**config.mk**
```make
export PLATFORM = sky130hd
export DESIGN_NAME = rng_word_buf
export DESIGN_NICKNAME = d
export VERILOG_FILES = /design/src/rtl/rwb_pkg.sv /design/src/rtl/rwb_gen.sv /design/src/rtl/rwb_ledger.sv /design/src/rtl/rng_word_buf.sv
export SDC_FILE = /design/constraint.sdc
export NUM_CORES = 1
export LEC_CHECK = 0
export ABC_CLOCK_PERIOD_IN_PS = 4700
export BUFFER_PORTS_ARGS = -buffer_cell sky130_fd_sc_hd__buf_2
export CAP_MARGIN = 30
export CORE_MARGIN = 2
export CORE_UTILIZATION = 35
export DETAILED_ROUTE_END_ITERATION = 6
export MAX_ROUTING_LAYER = met4
export SYNTH_ARGS = -nofsm -noshare
export SYNTH_HDL_FRONTEND = slang
export SYNTH_SLANG_ARGS = --single-unit
export TNS_END_PERCENT = 5
```
**constraint.sdc**
```tcl
create_clock -name clk -period 4.7 [get_ports clk]
set_clock_uncertainty 0.05 [all_clocks]
set_input_delay 0.47 -clock clk [delete_from_list [all_inputs] [get_ports clk]]
set_output_delay 0.47 -clock clk [all_outputs]
set_load 0.05 [all_outputs]
```
**src/rtl/rwb_pkg.sv**
```systemverilog
package rwb_pkg;
  localparam logic [31:0] SENTINEL = 32'h0000_0BAD;
  // control word bit positions
  localparam int CB_SOFT   = 0;
  localparam int CB_START  = 5;
  localparam int CB_GEN    = 7;
  localparam int CB_SINGLE = 9;

  function automatic logic [63:0] xs_step(input logic [63:0] x);
    logic [63:0] t;
    t = x ^ (x << 13);
    t = t ^ (t >> 7);
    t = t ^ (t << 17);
    return t;
  endfunction

  function automatic logic [2:0] clamp_qty(input int unsigned words, input int unsigned cap);
    return (words < cap) ? 3'(words) : 3'(cap);
  endfunction

  function automatic logic refill_due(input int unsigned words_before, input int unsigned at);
    return words_before <= at + 1;
  endfunction
endpackage

```
**src/rtl/rwb_gen.sv**
```systemverilog
module rwb_gen #(
  parameter logic [63:0] BOOT_STATE = 64'h9E37_79B9_7F4A_7C15
) (
  input  logic        clk,
  input  logic        rst_n,
  input  logic        load,
  input  logic [63:0] seed,
  input  logic        step,
  output logic [31:0] word
);
  import rwb_pkg::*;
  logic [63:0] state_q;

  always_ff @(posedge clk or negedge rst_n) begin
    if (!rst_n)    state_q <= BOOT_STATE;
    else if (load) state_q <= seed;
    else if (step) state_q <= xs_step(state_q);
  end

  assign word = state_q[31:0];
endmodule

```
**src/rtl/rwb_ledger.sv**
```systemverilog
module rwb_ledger #(
  parameter int unsigned BLOCK_WORDS = 8,
  parameter logic [63:0] GEN_LIMIT   = 64'd1 << 48,
  parameter int unsigned WCNT_W      = 4,
  parameter int unsigned BUD_W       = 49
) (
  input  logic              clk,
  input  logic              rst_n,
  input  logic              clr,
  input  logic              gen,
  input  logic              reseed,
  input  logic              take,
  output logic [WCNT_W-1:0] words,
  output logic              budget_zero
);
  localparam logic [BUD_W-1:0]  LIM   = BUD_W'(GEN_LIMIT);
  localparam logic [WCNT_W-1:0] FULLW = WCNT_W'(BLOCK_WORDS);
  logic [BUD_W-1:0] budget_q;

  assign budget_zero = (budget_q == '0);

  always_ff @(posedge clk or negedge rst_n) begin
    if (!rst_n) begin
      words <= '0;
    end else if (clr) begin
      words <= '0;
    end else if (gen) begin
      words <= FULLW;
    end else if (reseed) begin
      words <= '0;
    end else if (take) begin
      words <= words - 1'b1;
    end
  end

  always_ff @(posedge clk or negedge rst_n) begin
    if (!rst_n) begin
      budget_q <= '0;
    end else if (reseed) begin
      budget_q <= LIM;
    end else if (gen) begin
      budget_q <= budget_zero ? LIM - 1'b1 : budget_q - 1'b1;
    end
  end
endmodule

```
**src/rtl/rng_word_buf.sv**
```systemverilog
module rng_word_buf
  import rwb_pkg::*;
#(
  parameter int unsigned BLOCK_WORDS = 8,
  parameter int unsigned QTY_CAP     = 4,
  parameter int unsigned REFILL_AT   = 3,
  parameter logic [63:0] GEN_LIMIT   = 64'd1 << 48,
  parameter logic [63:0] BOOT_STATE  = 64'h9E37_79B9_7F4A_7C15
) (
  input  logic        clk,
  input  logic        rst_n,
  input  logic        wr_en,
  input  logic        wr_sel,
  input  logic [31:0] wr_data,
  input  logic        rd_en,
  output logic [31:0] rd_data,
  output logic        rd_err,
  output logic [31:0] status,
  input  logic [63:0] seed_in
);
  localparam int unsigned WCNT_W = $clog2(BLOCK_WORDS + 1);
  localparam int unsigned BUD_W  = $clog2(GEN_LIMIT + 64'd1);

  logic [11:0] ctrl_q;
  logic        rst_bit_q;
  logic        done_q;
  logic [WCNT_W-1:0] words;
  logic        budget_zero;
  logic [31:0] gen_word;

  // named events
  logic in_reset, wr_ctrl, wr_rstreg, act;
  logic do_soft, start_cmd, cmd_gen, cmd_reseed, do_full;
  logic rd_ok, auto_regen, do_gen, forced_reseed, load_seed;
  logic unused_bits;

  assign in_reset   = rst_bit_q | ctrl_q[CB_SOFT];
  assign wr_ctrl    = wr_en & ~wr_sel;
  assign wr_rstreg  = wr_en & wr_sel;
  assign act        = wr_ctrl & ~in_reset;
  assign do_soft    = act & wr_data[CB_SOFT];
  assign start_cmd  = act & ~wr_data[CB_SOFT] & wr_data[CB_START];
  assign cmd_gen    = start_cmd & wr_data[CB_GEN];
  assign cmd_reseed = start_cmd & ~wr_data[CB_GEN];
  assign do_full    = wr_rstreg & wr_data[0] & ~rst_bit_q;

  assign rd_ok      = rd_en & ~wr_en & ~in_reset & (words != '0);
  assign auto_regen = rd_ok & ~ctrl_q[CB_SINGLE] & ctrl_q[CB_START]
                    & refill_due(int'(words), REFILL_AT);
  assign do_gen        = cmd_gen | auto_regen;
  assign forced_reseed = do_gen & budget_zero;
  assign load_seed     = cmd_reseed | forced_reseed;

  assign unused_bits = ^wr_data[31:12];

  rwb_ledger #(
    .BLOCK_WORDS(BLOCK_WORDS), .GEN_LIMIT(GEN_LIMIT),
    .WCNT_W(WCNT_W), .BUD_W(BUD_W)
  ) u_ledger (
    .clk(clk), .rst_n(rst_n), .clr(do_full | do_soft), .gen(do_gen),
    .reseed(cmd_reseed), .take(rd_ok), .words(words), .budget_zero(budget_zero)
  );

  rwb_gen #(.BOOT_STATE(BOOT_STATE)) u_gen (
    .clk(clk), .rst_n(rst_n), .load(load_seed), .seed(seed_in),
    .step(rd_ok), .word(gen_word)
  );

  always_ff @(posedge clk or negedge rst_n) begin
    if (!rst_n) begin
      ctrl_q    <= '0;
      rst_bit_q <= 1'b1;
      done_q    <= 1'b0;
    end else begin
      if (do_full) ctrl_q <= '0;
      else if (wr_ctrl) ctrl_q <= wr_data[11:0];
      if (wr_rstreg) rst_bit_q <= wr_data[0];
      if (do_full | do_soft) done_q <= 1'b0;
      else if (start_cmd) done_q <= 1'b1;
    end
  end

  assign rd_data = rd_ok ? gen_word : SENTINEL;
  assign rd_err  = rd_en & ~rd_ok;
  assign status  = {20'd0, clamp_qty(int'(words), QTY_CAP), 8'd0, done_q};
endmodule

```
==> results of run 1 <==
[kinds of logic (layout without fill, tap and decap cells)]
logic type               after synthesis  in the layout  synth area share [%]
XOR/XNOR                             233            233                  23.1
flip-flops                           122            122                  35.1
adder cells (fa/ha/maj)                4              4                 0.567
AO/OA/AOI/OAI                        229            229                  15.6
multiplexers                           3              3                 0.354
other                                  1             28                0.0425
AND/OR/NAND/NOR                      309            309                  17.7
buffers and inverters                133            177                  7.45
[final cells by class]
type | count | area (um2) | share of cell area [%]
multi-input cells | 806 | 5190 | 51.5
flip-flops and latches | 122 | 3100 | 30.7
inverters | 24 | 90.1 | 0.893
clock inverters | 12 | 170 | 1.69
repair buffers | 121 | 663 | 6.57
clock buffers | 20 | 457 | 4.53
well taps | 330 | 413 | 4.09
[per-stage QoR]
step | hold slack (ns) | setup WS, ns
floorplan | 0.124 | 1.98
global placement | 0.413 | 1.38
detailed placement | 0.416 | 1.63
CTS | 0.0710 | 1.57
global route | 0.103 | 1.38
finish | 0.0505 | 1.60
[placed cells by master (no fill, tap or decap), types with 11 or more instances in the layout]
| cell | count |
|---|---|
| o22a_1 | 18 |
| nor3_1 | 24 |
| dfstp_2 | 39 |
| o21a_1 | 20 |
| o21ai_0 | 50 |
| xnor2_1 | 165 |
| nor4_1 | 15 |
| nand2_1 | 77 |
| dfrtp_1 | 83 |
| conb_1 | 28 |
| xor2_1 | 68 |
| nor2_1 | 94 |
| nand2b_1 | 11 |
| a31oi_1 | 14 |
| clkbuf_16 | 17 |
| or4_1 | 13 |
| and2_1 | 29 |
| a21oi_1 | 92 |
| buf_2 | 108 |
| inv_1 | 24 |
| buf_4 | 11 |
[routing by layer]
| metal | track usage [%] | wire length, um |
|---|---|---|
| met1 | 23.7 | 10500 |
| met2 | 30.2 | 11400 |
| met3 | 3.54 | 1140 |
| met4 | 4.87 | 318 |
| met5 | - | 0 |
[state kept, by name, indices dropped and copies added (netlist names)]
name               flops
ctrl_q                 3
u_gen.state_q         64
rst_bit_q              1
done_q                 1
u_ledger.budget_q     49
u_ledger.words         4
[worst paths after layout]
path / from / end / cells after the start
worst max-delay path: rst_bit_q / rd_data[22] / 5
worst min-delay path: rst_n / u_gen.state_q[5] / 1
worst max register to register: u_ledger.budget_q[0] / u_gen.state_q[42] / 9
worst min register to register: ctrl_q[5] / ctrl_q[5] / 2
max in group asynchronous: rst_n / rst_bit_q / 2
min in group clk: seed_in[5] / u_gen.state_q[5] / 3
[power by group through the flow]
stage	logic (mW)	clock network (mW)	registers [mW]
detailed placement	4.22	0	2.19
global placement	4.17	0	2.18
CTS	4.26	1.46	2.18
global route	4.66	1.49	2.25
floorplan	3.90	0	1.78
finish	4.23	1.42	2.19
[critical path, cell delays in order (launching register included)]
cell	delay, ns
dfstp_2	0.38
or4b_1	0.57
a21oi_4	0.13
buf_4	0.48
and2_1	0.26
buf_2	0.28
==> summary.md, run 1 <==
| Metric | Value |
|---|---|
| Outcome | `finished clean` |
| # rows | `58` |
| Fmax | `0.322 GHz` |
| Initial antenna violation count | `0` |
| Post-Layout Cell Count | `1435` |
| Vias in the first global route | `6784` |
| Dpl cells | `1403` |
| Post-synth ARST share | `100%` |
| RSZ-0062 raised after global routing | `no` |
| Top area cells in the synthesized netlist | `dfrtp_1 24%, xnor2_1 16%, dfstp_2 12%` |
| Clock share of power | `18.1%` |
| Reg2Reg Setup Slack | `1.62 ns` |
| Crit path DAT | `2.58 ns` |
| Sequential share of power | `27.9%` |
| Layout cells sized above 1 | `19.1%` |
| Seq cells post-synth | `122` |
| Root buffer cell | `clkbuf_16` |
| Crit Path Category | `reg2out` |
| Int Power | `4.56 mW` |
| Slew HR | `47.9%` |
| CP max FO | `59` |
| Full die area | `26500 um2` |
| Mapped Cells | `1034` |
| Synthesized cell area | `8830 um2` |
| Max Slew Vio Count | `0` |
| Final period utilization | `66.0%` |
| Remaining antenna violation count | `0` |
| Pleak | `3.90 nW` |
| Max-cap violations | `0` |
| Via count | `7122` |
| Logic pwr share | `54.0%` |
| Clock Tree Buf Depth | `2` |
| Net Sw Frac | `41.8%` |
| Diodes inserted | `0` |
| Synth top cells by count | `165 x xnor2_1, 95 x nor2_1, 93 x a21oi_1` |
| WL per Instance | `16.3 um` |
| Detailed placer's ending HPWL | `16400 um` |
| Count leader, synth | `xnor2_1` |
| Core area | `25000 um2` |
| Ports | `166` |
| Die Height | `163 um` |
| P_sw | `3.28 mW` |
| Number of buffers created by CTS | `17` |
| Worst skew pair latency | `0.43 ns` |
| # fillers | `2541` |
| Via density | `4.96` |
| Register area share after synthesis | `35.1%` |
| Netlist cell types | `61` |
| Min Tclk post-route | `3.10 ns` |
| Worst slew pin tran | `0.775 ns` |
| Die Width | `163 um` |
| Final Instance Area | `10100 um2` |
| CP Data Required Time | `4.18 ns` |
| Max VDD drop | `0.291 mV` |
| Power, Total | `7.84 mW` |
| Number of setup violations in the final report | `0` |
| Startpoint Class | `flip-flop` |
| Worst min path class | `in2async` |
| Total wire length | `23400 um` |
| CTS tree | `yes` |
| Total GRT Usage | `18.5%` |
| Ys Warns | `0` |
| Hold-fix buffers, CTS | `0` |
| Mean Syn Cell Area | `8.54 um2` |
| EDFF count, synth | `0` |
| Area Overhead vs Synth | `14.3%` |
| Gpl congestion | `0.846` |
| Post-CTS setup buffers | `0` |
| First-pass GRT wire length | `37400 um` |
| CTS Sinks | `122` |
| Post-CTS Resized | `0` |
| Htree depth | `4` |
| Area leader, netlist | `dfrtp_1` |
| Initial core utilization | `35.4%` |
| Dpl cell area | `9460 um2` |
| Setup_tns | `0 ns` |
| Initial drt markers | `447` |
| CTS clk-pin slew, worst paths | `0.06 ns` |
| Largest net degree at the start of global routing | `71` |
| NumNets Final | `1197` |
| DRC errors left | `0` |
| PwrDens | `777 nW/um2` |
| Fin. Hold Viols | `0` |
| Post-synth top flop | `dfrtp_1` |
| Core Util, Final | `40.4%` |
| DR pass1 iterations | `5` |
| Global route total overflow | `0` |
| Yosys top cell area share | `23.5%` |
| I/O Buffers | `109` |
| Crit path capture type | `output port` |
(Power assumes the default switching activity.)
==> run 2: changes to the inputs <==
--- a/config.mk
+++ b/config.mk
@@ -5,7 +5,8 @@
 export SDC_FILE = /design/constraint.sdc
 export NUM_CORES = 1
 export LEC_CHECK = 0
-export ABC_CLOCK_PERIOD_IN_PS = 4700
+export ABC_AREA = 1
+export ABC_CLOCK_PERIOD_IN_PS = 2790
 export BUFFER_PORTS_ARGS = -buffer_cell sky130_fd_sc_hd__buf_2
 export CAP_MARGIN = 30
 export CORE_MARGIN = 2
==> constraint.sdc (replaced) <==
create_clock -name clk -period 2.79 [get_ports clk]
set_clock_uncertainty 0.05 [all_clocks]
set_input_delay 0.279 -clock clk [delete_from_list [all_inputs] [get_ports clk]]
set_output_delay 0.279 -clock clk [all_outputs]
set_load 0.05 [all_outputs]
==> summary.md, run 2 <==
| Metric | Value |
|---|---|
| Detailed placer's ending HPWL | `28900 um (was 16400 um)` |
| Root buffer cell | `clkbuf_16 (unchanged)` |
| Initial core utilization | `35.4% (about the same)` |
| Remaining antenna violation count | `0 (unchanged)` |
| Final period utilization | `86.2%` |
| Post-CTS setup buffers | `0 (unchanged)` |
| Fmax | `0.416 GHz` |
| Dpl cells | `2463 (was 1403)` |
| Post-Layout Cell Count | `2497 (was 1435)` |
| Ys Warns | `0 (unchanged)` |
| Crit path DAT | `2.08 ns (was 2.58 ns)` |
| Clock Tree Buf Depth | `2 (unchanged)` |
| Largest registers | `u_gen.state_q x64, u_ledger.budget_q x49, u_ledger.words x4 (unchanged)` |
| Met1 Use GR | `28.5% (was 23.7%)` |
| Gpl congestion | `0.933 (was 0.846)` |
| Worst slew pin tran | `0.753 ns (was 0.775 ns)` |
| Setup_tns | `0 ns (unchanged)` |
| RSZ-0062 raised after global routing | `no (unchanged)` |
| Post-CTS Resized | `0 (unchanged)` |
| Synthesized cell area | `11500 um2 (was 8830 um2)` |
| Mean Syn Cell Area | `5.87 um2 (was 8.54 um2)` |
| Number of setup violations in the final report | `0 (unchanged)` |
| Commonest non-fill, non-tap cells in the layout | `985 x nand2_1, 196 x inv_1, 148 x nor2_1, 144 x nand3_1, 108 x buf_2 (was 165 x xnor2_1, 108 x buf_2, 94 x nor2_1, 92 x a21oi_1, 83 x dfrtp_1)` |
| I/O Buffers | `109 (unchanged)` |
| Fin. Hold Viols | `0 (unchanged)` |
| CTS Sinks | `122 (unchanged)` |
| Top area cells in the synthesized netlist | `nand2_1 32%, dfrtp_1 18%, dfstp_2 8.9% (was dfrtp_1 24%, xnor2_1 16%, dfstp_2 12%)` |
| Core Util, Final | `39.9% (was 40.4%)` |
| Total GRT Usage | `23.8% (was 18.5%)` |
| CTS clk-pin slew, worst paths | `0.06 ns (about the same)` |
| Outcome | `finished clean (unchanged)` |
| Max VDD drop | `0.534 mV (was 0.291 mV)` |
| CTS tree | `yes (unchanged)` |
| Area leader, netlist | `nand2_1 (was dfrtp_1)` |
| WL per Instance | `15.4 um (was 16.3 um)` |
| Global route total overflow | `0 (unchanged)` |
| Worst min path class | `in2reg (was in2async)` |
| Total wire length | `38400 um (was 23400 um)` |
| Hold-fix buffers, CTS | `1 (was 0)` |
| Leading cell type in the layout, fill and taps excluded | `nand2_1 (was xnor2_1)` |
| PwrDens | `1040 nW/um2 (was 777 nW/um2)` |
| Slowest cell on crit path | `dfrtp_1 (was or4b_1)` |
| Crit path capture type | `output port (unchanged)` |
| Number of buffers created by CTS | `17 (unchanged)` |
| GR Layer Usage met2 | `41.2% (was 30.2%)` |
| Seq cells post-synth | `122 (unchanged)` |
| Slew HR | `49.8% (was 47.9%)` |
| Count leader, synth | `nand2_1 (was xnor2_1)` |
| Ports | `166 (unchanged)` |
| CP max FO | `35 (was 59)` |
| Pleak | `7.35 nW (was 3.90 nW)` |
| NumNets Final | `2146 (was 1197)` |
| CP cell instances | `inv_1 -> ha_1 -> inv_1 -> nor2_1 -> nor2_4 -> inv_4 -> nor2_1 -> buf_2 (was or4b_1 -> a21oi_4 -> buf_4 -> and2_1 -> buf_2)` |
| Die Height | `185 um (was 163 um)` |
| Number of flip-flops in the largest register | `64 (unchanged)` |
| Min Tclk post-route | `2.41 ns` |
| Largest Register | `u_gen.state_q (unchanged)` |
| Largest net degree at the start of global routing | `75 (was 71)` |
| CP max stage delay | `0.37 ns (was 0.57 ns)` |
| Htree depth | `4 (unchanged)` |
| Via count | `12400 (was 7122)` |
| Startpoint Class | `flip-flop (unchanged)` |
| Max-cap violations | `0 (unchanged)` |
| Mapped Cells | `1955 (was 1034)` |
| Post-synth top flop | `dfrtp_1 (unchanged)` |
| Area Overhead vs Synth | `12.6% (was 14.3%)` |
| Netlist cell types | `36 (was 61)` |
| Layout cells sized above 1 | `16.2% (was 19.1%)` |
| Die Width | `185 um (was 163 um)` |
| Via density | `4.96 (about the same)` |
| Full die area | `34200 um2 (was 26500 um2)` |
| GR Util met3 | `3.34% (was 3.54%)` |
| Worst skew pair latency | `0.44 ns (was 0.43 ns)` |
| Synth top cells by count | `985 x nand2_1, 196 x inv_1, 148 x nor2_1 (was 165 x xnor2_1, 95 x nor2_1, 93 x a21oi_1)` |
| DR pass1 iterations | `5 (unchanged)` |
| EDFF count, synth | `0 (unchanged)` |
| DRC errors left | `0 (unchanged)` |
| CP Data Required Time | `2.46 ns (was 4.18 ns)` |
| Yosys top cell area share | `32.2% (was 23.5%)` |
| Register area share after synthesis | `27.0% (was 35.1%)` |
| Post-synth ARST share | `100% (unchanged)` |
| First-pass GRT wire length | `61700 um (was 37400 um)` |
| Gr busiest metal | `met2 (unchanged)` |
| Core area | `32400 um2 (was 25000 um2)` |
| # rows | `66 (was 58)` |
| Max Slew Vio Count | `0 (unchanged)` |
| Vias in the first global route | `11700 (was 6784)` |
| Initial drt markers | `960 (was 447)` |
| Initial antenna violation count | `1 (was 0)` |
| Crit Path Category | `reg2out (unchanged)` |
## run 2: cell count changes in the layout (fill, tap and decap cells not counted), moves of 15 or more
| cell | previous run | this run |
|---|---|---|
| nor3_1 | 24 | 3 |
| inv_1 | 24 | 196 |
| nor4_1 | 15 | 0 |
| o21a_1 | 20 | 2 |
| nand2_1 | 77 | 985 |
| and2_1 | 29 | 3 |
| nor2_1 | 94 | 148 |
| nand3_2 | 1 | 90 |
| xor2_1 | 68 | 8 |
| xnor2_1 | 165 | 4 |
| nand3_1 | 10 | 144 |
| a21oi_1 | 92 | 15 |
| o22a_1 | 18 | 0 |
## run 2: cell families after synthesis
logic type | count (synthesis) | synth area share (%)
adder cells (fa/ha/maj) | 4 | 0.436
flip-flops | 122 | 27.0
other | 1 | 0.0327
buffers and inverters | 289 | 11.7
XOR/XNOR | 12 | 0.916
AO/OA/AOI/OAI | 88 | 3.99
AND/OR/NAND/NOR | 1439 | 55.9
## run 2: through the flow
step	total power [mW]	hold WS (ns)	instance area, um2	setup WS, ns
2_1_floorplan	8.78	-0.0666	11600	0.511
3_3_place_gp	10.8	0.207	12300	0.549
3_5_place_dp	10.9	0.215	12300	0.540
4_1_cts	13.4	0.0183	12900	0.345
5_1_grt	14.6	0.0377	12900	0.202
6_report	13.4	0.0241	12900	0.385
## run 2: worst paths after layout
| path | end | slack [ns] | depth (start not counted) | from |
|---|---|---|---|---|
| max | rd_data[26] | 0.38 | 8 | u_ledger.words[0] |
| min | u_gen.state_q[56] | 0.02 | 3 | seed_in[56] |
| max reg2reg | u_gen.state_q[1] | 0.55 | 11 | u_ledger.words[0] |
| min reg2reg | u_gen.state_q[63] | 0.45 | 2 | u_gen.state_q[63] |
| max in group asynchronous | u_gen.state_q[50] | 1.54 | 3 | rst_n |
| min in group asynchronous | u_gen.state_q[21] | 0.30 | 2 | rst_n |
## run 2: critical path, delay by kind of cell (launching register included)
kind          cells  cell delay (ns)
flops             1             0.37
simple gates      3             0.34
fa+ha+maj         1             0.19
buf+inv           4             0.71
## run 2: final cells by class
cell class / instances / area (um2)
Fill cell: 3579 / 19500
Multi-Input combinational cell: 1571 / 7130
Sequential cell: 122 / 3100
Timing Repair Buffer: 128 / 768
Inverter: 201 / 759
Tap cell: 442 / 553
Clock buffer: 18 / 429
Clock inverter: 14 / 174
Antenna cell: 1 / 2.50
## run 2: metal layers
layer  routed length, um  part of all wire, %
met1               16400                   43
met2               19100                   50
met3                1880                  4.9
met4                 957                  2.5
met5                   0                    0
## run 2: power by group
group          internal, mW  switching (mW)
logic                  2.25            5.08
clock network          1.41           0.956
registers              2.61            1.08
total                  6.28            7.12
==> run 3: changes to the inputs <==
--- a/config.mk
+++ b/config.mk
@@ -10,9 +10,11 @@
 export BUFFER_PORTS_ARGS = -buffer_cell sky130_fd_sc_hd__buf_2
 export CAP_MARGIN = 30
 export CORE_MARGIN = 2
-export CORE_UTILIZATION = 35
+export CORE_UTILIZATION = 54
 export DETAILED_ROUTE_END_ITERATION = 6
+export HOLD_SLACK_MARGIN = 0.06
 export MAX_ROUTING_LAYER = met4
+export PLACE_DENSITY = 0.79
 export SYNTH_ARGS = -nofsm -noshare
 export SYNTH_HDL_FRONTEND = slang
 export SYNTH_SLANG_ARGS = --single-unit
==> summary.md, run 3 (synthesized netlist as in run 2, its figures left out) <==
| Metric | Value |
|---|---|
| Outcome | `finished with violations (was finished clean)` |
| Violated checks | `DRC` |
| Crit Path Category | `reg2out (unchanged)` |
| Via count | `12600 (was 12400)` |
| Crit path DAT | `2.17 ns (was 2.08 ns)` |
| Core area | `21000 um2 (was 32400 um2)` |
| Slew HR | `43.8% (was 49.8%)` |
| PwrDens | `1040 nW/um2 (about the same)` |
| Gpl congestion | `0.964 (was 0.933)` |
| Commonest non-fill, non-tap cells in the layout | `985 x nand2_1, 196 x inv_1, 148 x nor2_1, 144 x nand3_1, 108 x buf_2 (unchanged)` |
| I/O Buffers | `109 (unchanged)` |
| # rows | `53 (was 66)` |
| Dpl cells | `2297 (was 2463)` |
| Crit path capture type | `output port (unchanged)` |
| Setup ws final | `0.287 ns (was 0.385 ns)` |
| RSZ-0062 raised after global routing | `no (unchanged)` |
| Worst min path class | `in2reg (unchanged)` |
| Max-cap violations | `0 (unchanged)` |
| CP max FO | `31 (was 35)` |
| Number of flip-flops in the largest register | `64 (unchanged)` |
| Clock Tree Buf Depth | `2 (unchanged)` |
| Power, Total | `13.3 mW (was 13.4 mW)` |
| Worst skew pair latency | `0.43 ns (was 0.44 ns)` |
| Area Overhead vs Synth | `11.8% (was 12.6%)` |
| Setup_tns | `0 ns (unchanged)` |
| Cells on Worst Hold Path | `5 (was 3)` |
| CTS tree | `yes (unchanged)` |
| Full die area | `22400 um2 (was 34200 um2)` |
| Detailed placer's ending HPWL | `26700 um (was 28900 um)` |
| Post-CTS setup buffers | `0 (unchanged)` |
| Largest Register | `u_gen.state_q (unchanged)` |
| First-pass GRT wire length | `57700 um (was 61700 um)` |
| Remaining antenna violation count | `0 (unchanged)` |
| Die Width | `150 um (was 185 um)` |
| Die Height | `150 um (was 185 um)` |
| Largest registers | `u_gen.state_q x64, u_ledger.budget_q x49, u_ledger.words x4 (unchanged)` |
| CTS clk-pin slew, worst paths | `0.06 ns (about the same)` |
| Global route total overflow | `0 (unchanged)` |
| Number of setup violations in the final report | `0 (unchanged)` |
| Pleak | `7.38 nW (was 7.35 nW)` |
| Min Tclk post-route | `2.50 ns (was 2.41 ns)` |
| Htree depth | `4 (unchanged)` |
| Worst slew pin tran | `0.843 ns (was 0.753 ns)` |
| Initial antenna violation count | `0 (was 1)` |
| NumNets Final | `2159 (was 2146)` |
| Total wire length | `36200 um (was 38400 um)` |
| Post-Place Setup Slack | `0.574 ns (was 0.540 ns)` |
| Post-Layout Cell Count | `2342 (was 2497)` |
| Final Instance Area | `12800 um2 (was 12900 um2)` |
| Total GRT Usage | `33.8% (was 23.8%)` |
| DR pass1 iterations | `7 (was 5)` |
| Max Slew Vio Count | `0 (unchanged)` |
| CP Data Required Time | `2.46 ns (about the same)` |
| Diodes inserted | `0 (was 1)` |
| Hold-fix buffers, CTS | `13 (was 1)` |
| CTS Sinks | `122 (unchanged)` |
| Via density | `5.36 (was 4.96)` |
| R2R cell count | `11 (unchanged)` |
| Root buffer cell | `clkbuf_16 (unchanged)` |
| Fin. Hold Viols | `0 (unchanged)` |
| Largest net degree at the start of global routing | `75 (unchanged)` |
| Vias in the first global route | `11600 (was 11700)` |
| Startpoint Class | `flip-flop (unchanged)` |
| Hold Slack | `0.0631 ns (was 0.0241 ns)` |
| Ports | `166 (unchanged)` |
| Leading cell type in the layout, fill and taps excluded | `nand2_1 (unchanged)` |
| Number of buffers created by CTS | `17 (unchanged)` |
| Dpl cell area | `12100 um2 (was 12300 um2)` |
| DRC errors left | `2 (was 0)` |
| Max VDD drop | `0.478 mV (was 0.534 mV)` |
| Fmax | `0.399 GHz (was 0.416 GHz)` |
| Post-CTS Resized | `0 (unchanged)` |
| Final period utilization | `89.7% (was 86.2%)` |
| Layout cells sized above 1 | `16.1% (was 16.2%)` |
| WL per Instance | `15.5 um (was 15.4 um)` |
| Initial core utilization | `54.7% (was 35.4%)` |
| Core Util, Final | `61.2% (was 39.9%)` |
| Initial drt markers | `1042 (was 960)` |
==> run 3: report_power, final <==
group,switching (mW),internal [mW]
sequential,1.10,2.61
clock,0.929,1.32
combinational,5.09,2.27
==> run 3: cell type report <==
type                    instances  area, um2
multi-input cells            1571       7130
flip-flops and latches        122       3100
clock inverters                13        146
fillers                      2075       8140
clock buffers                  19        433
repair buffers                141        908
well taps                     275        344
inverters                     201        759
==> run 3: final timing paths <==
kind | from | endpoint | slack, ns
max | u_ledger.words[0] | rd_data[26] | 0.29
min reg2reg | u_gen.state_q[63] | u_gen.state_q[63] | 0.45
min in group asynchronous | rst_n | u_gen.state_q[8] | 0.35
max in group asynchronous | rst_n | rst_bit_q | 1.54
min | seed_in[11] | u_gen.state_q[11] | 0.06
max reg2reg | u_ledger.budget_q[32] | u_gen.state_q[18] | 0.52
==> run 3: critical path, stage by stage (launching register included) <==
cell	delay, ns
dfrtp_1	0.38
inv_1	0.14
ha_1	0.19
inv_1	0.04
nor2_1	0.17
nor2_4	0.08
inv_4	0.07
buf_4	0.32
nor2_1	0.09
buf_2	0.22
==> run 3: per-layer routing <==
layer  share of wire [%]  track usage [%]  vias to the layer above
met2                  48             56.2                      519
met4                 6.3             20.3                        0
met3                 6.0             4.88                      149
met5                   0                -                        -
li1                    -                -                     6193
met1                  40             38.8                     5697
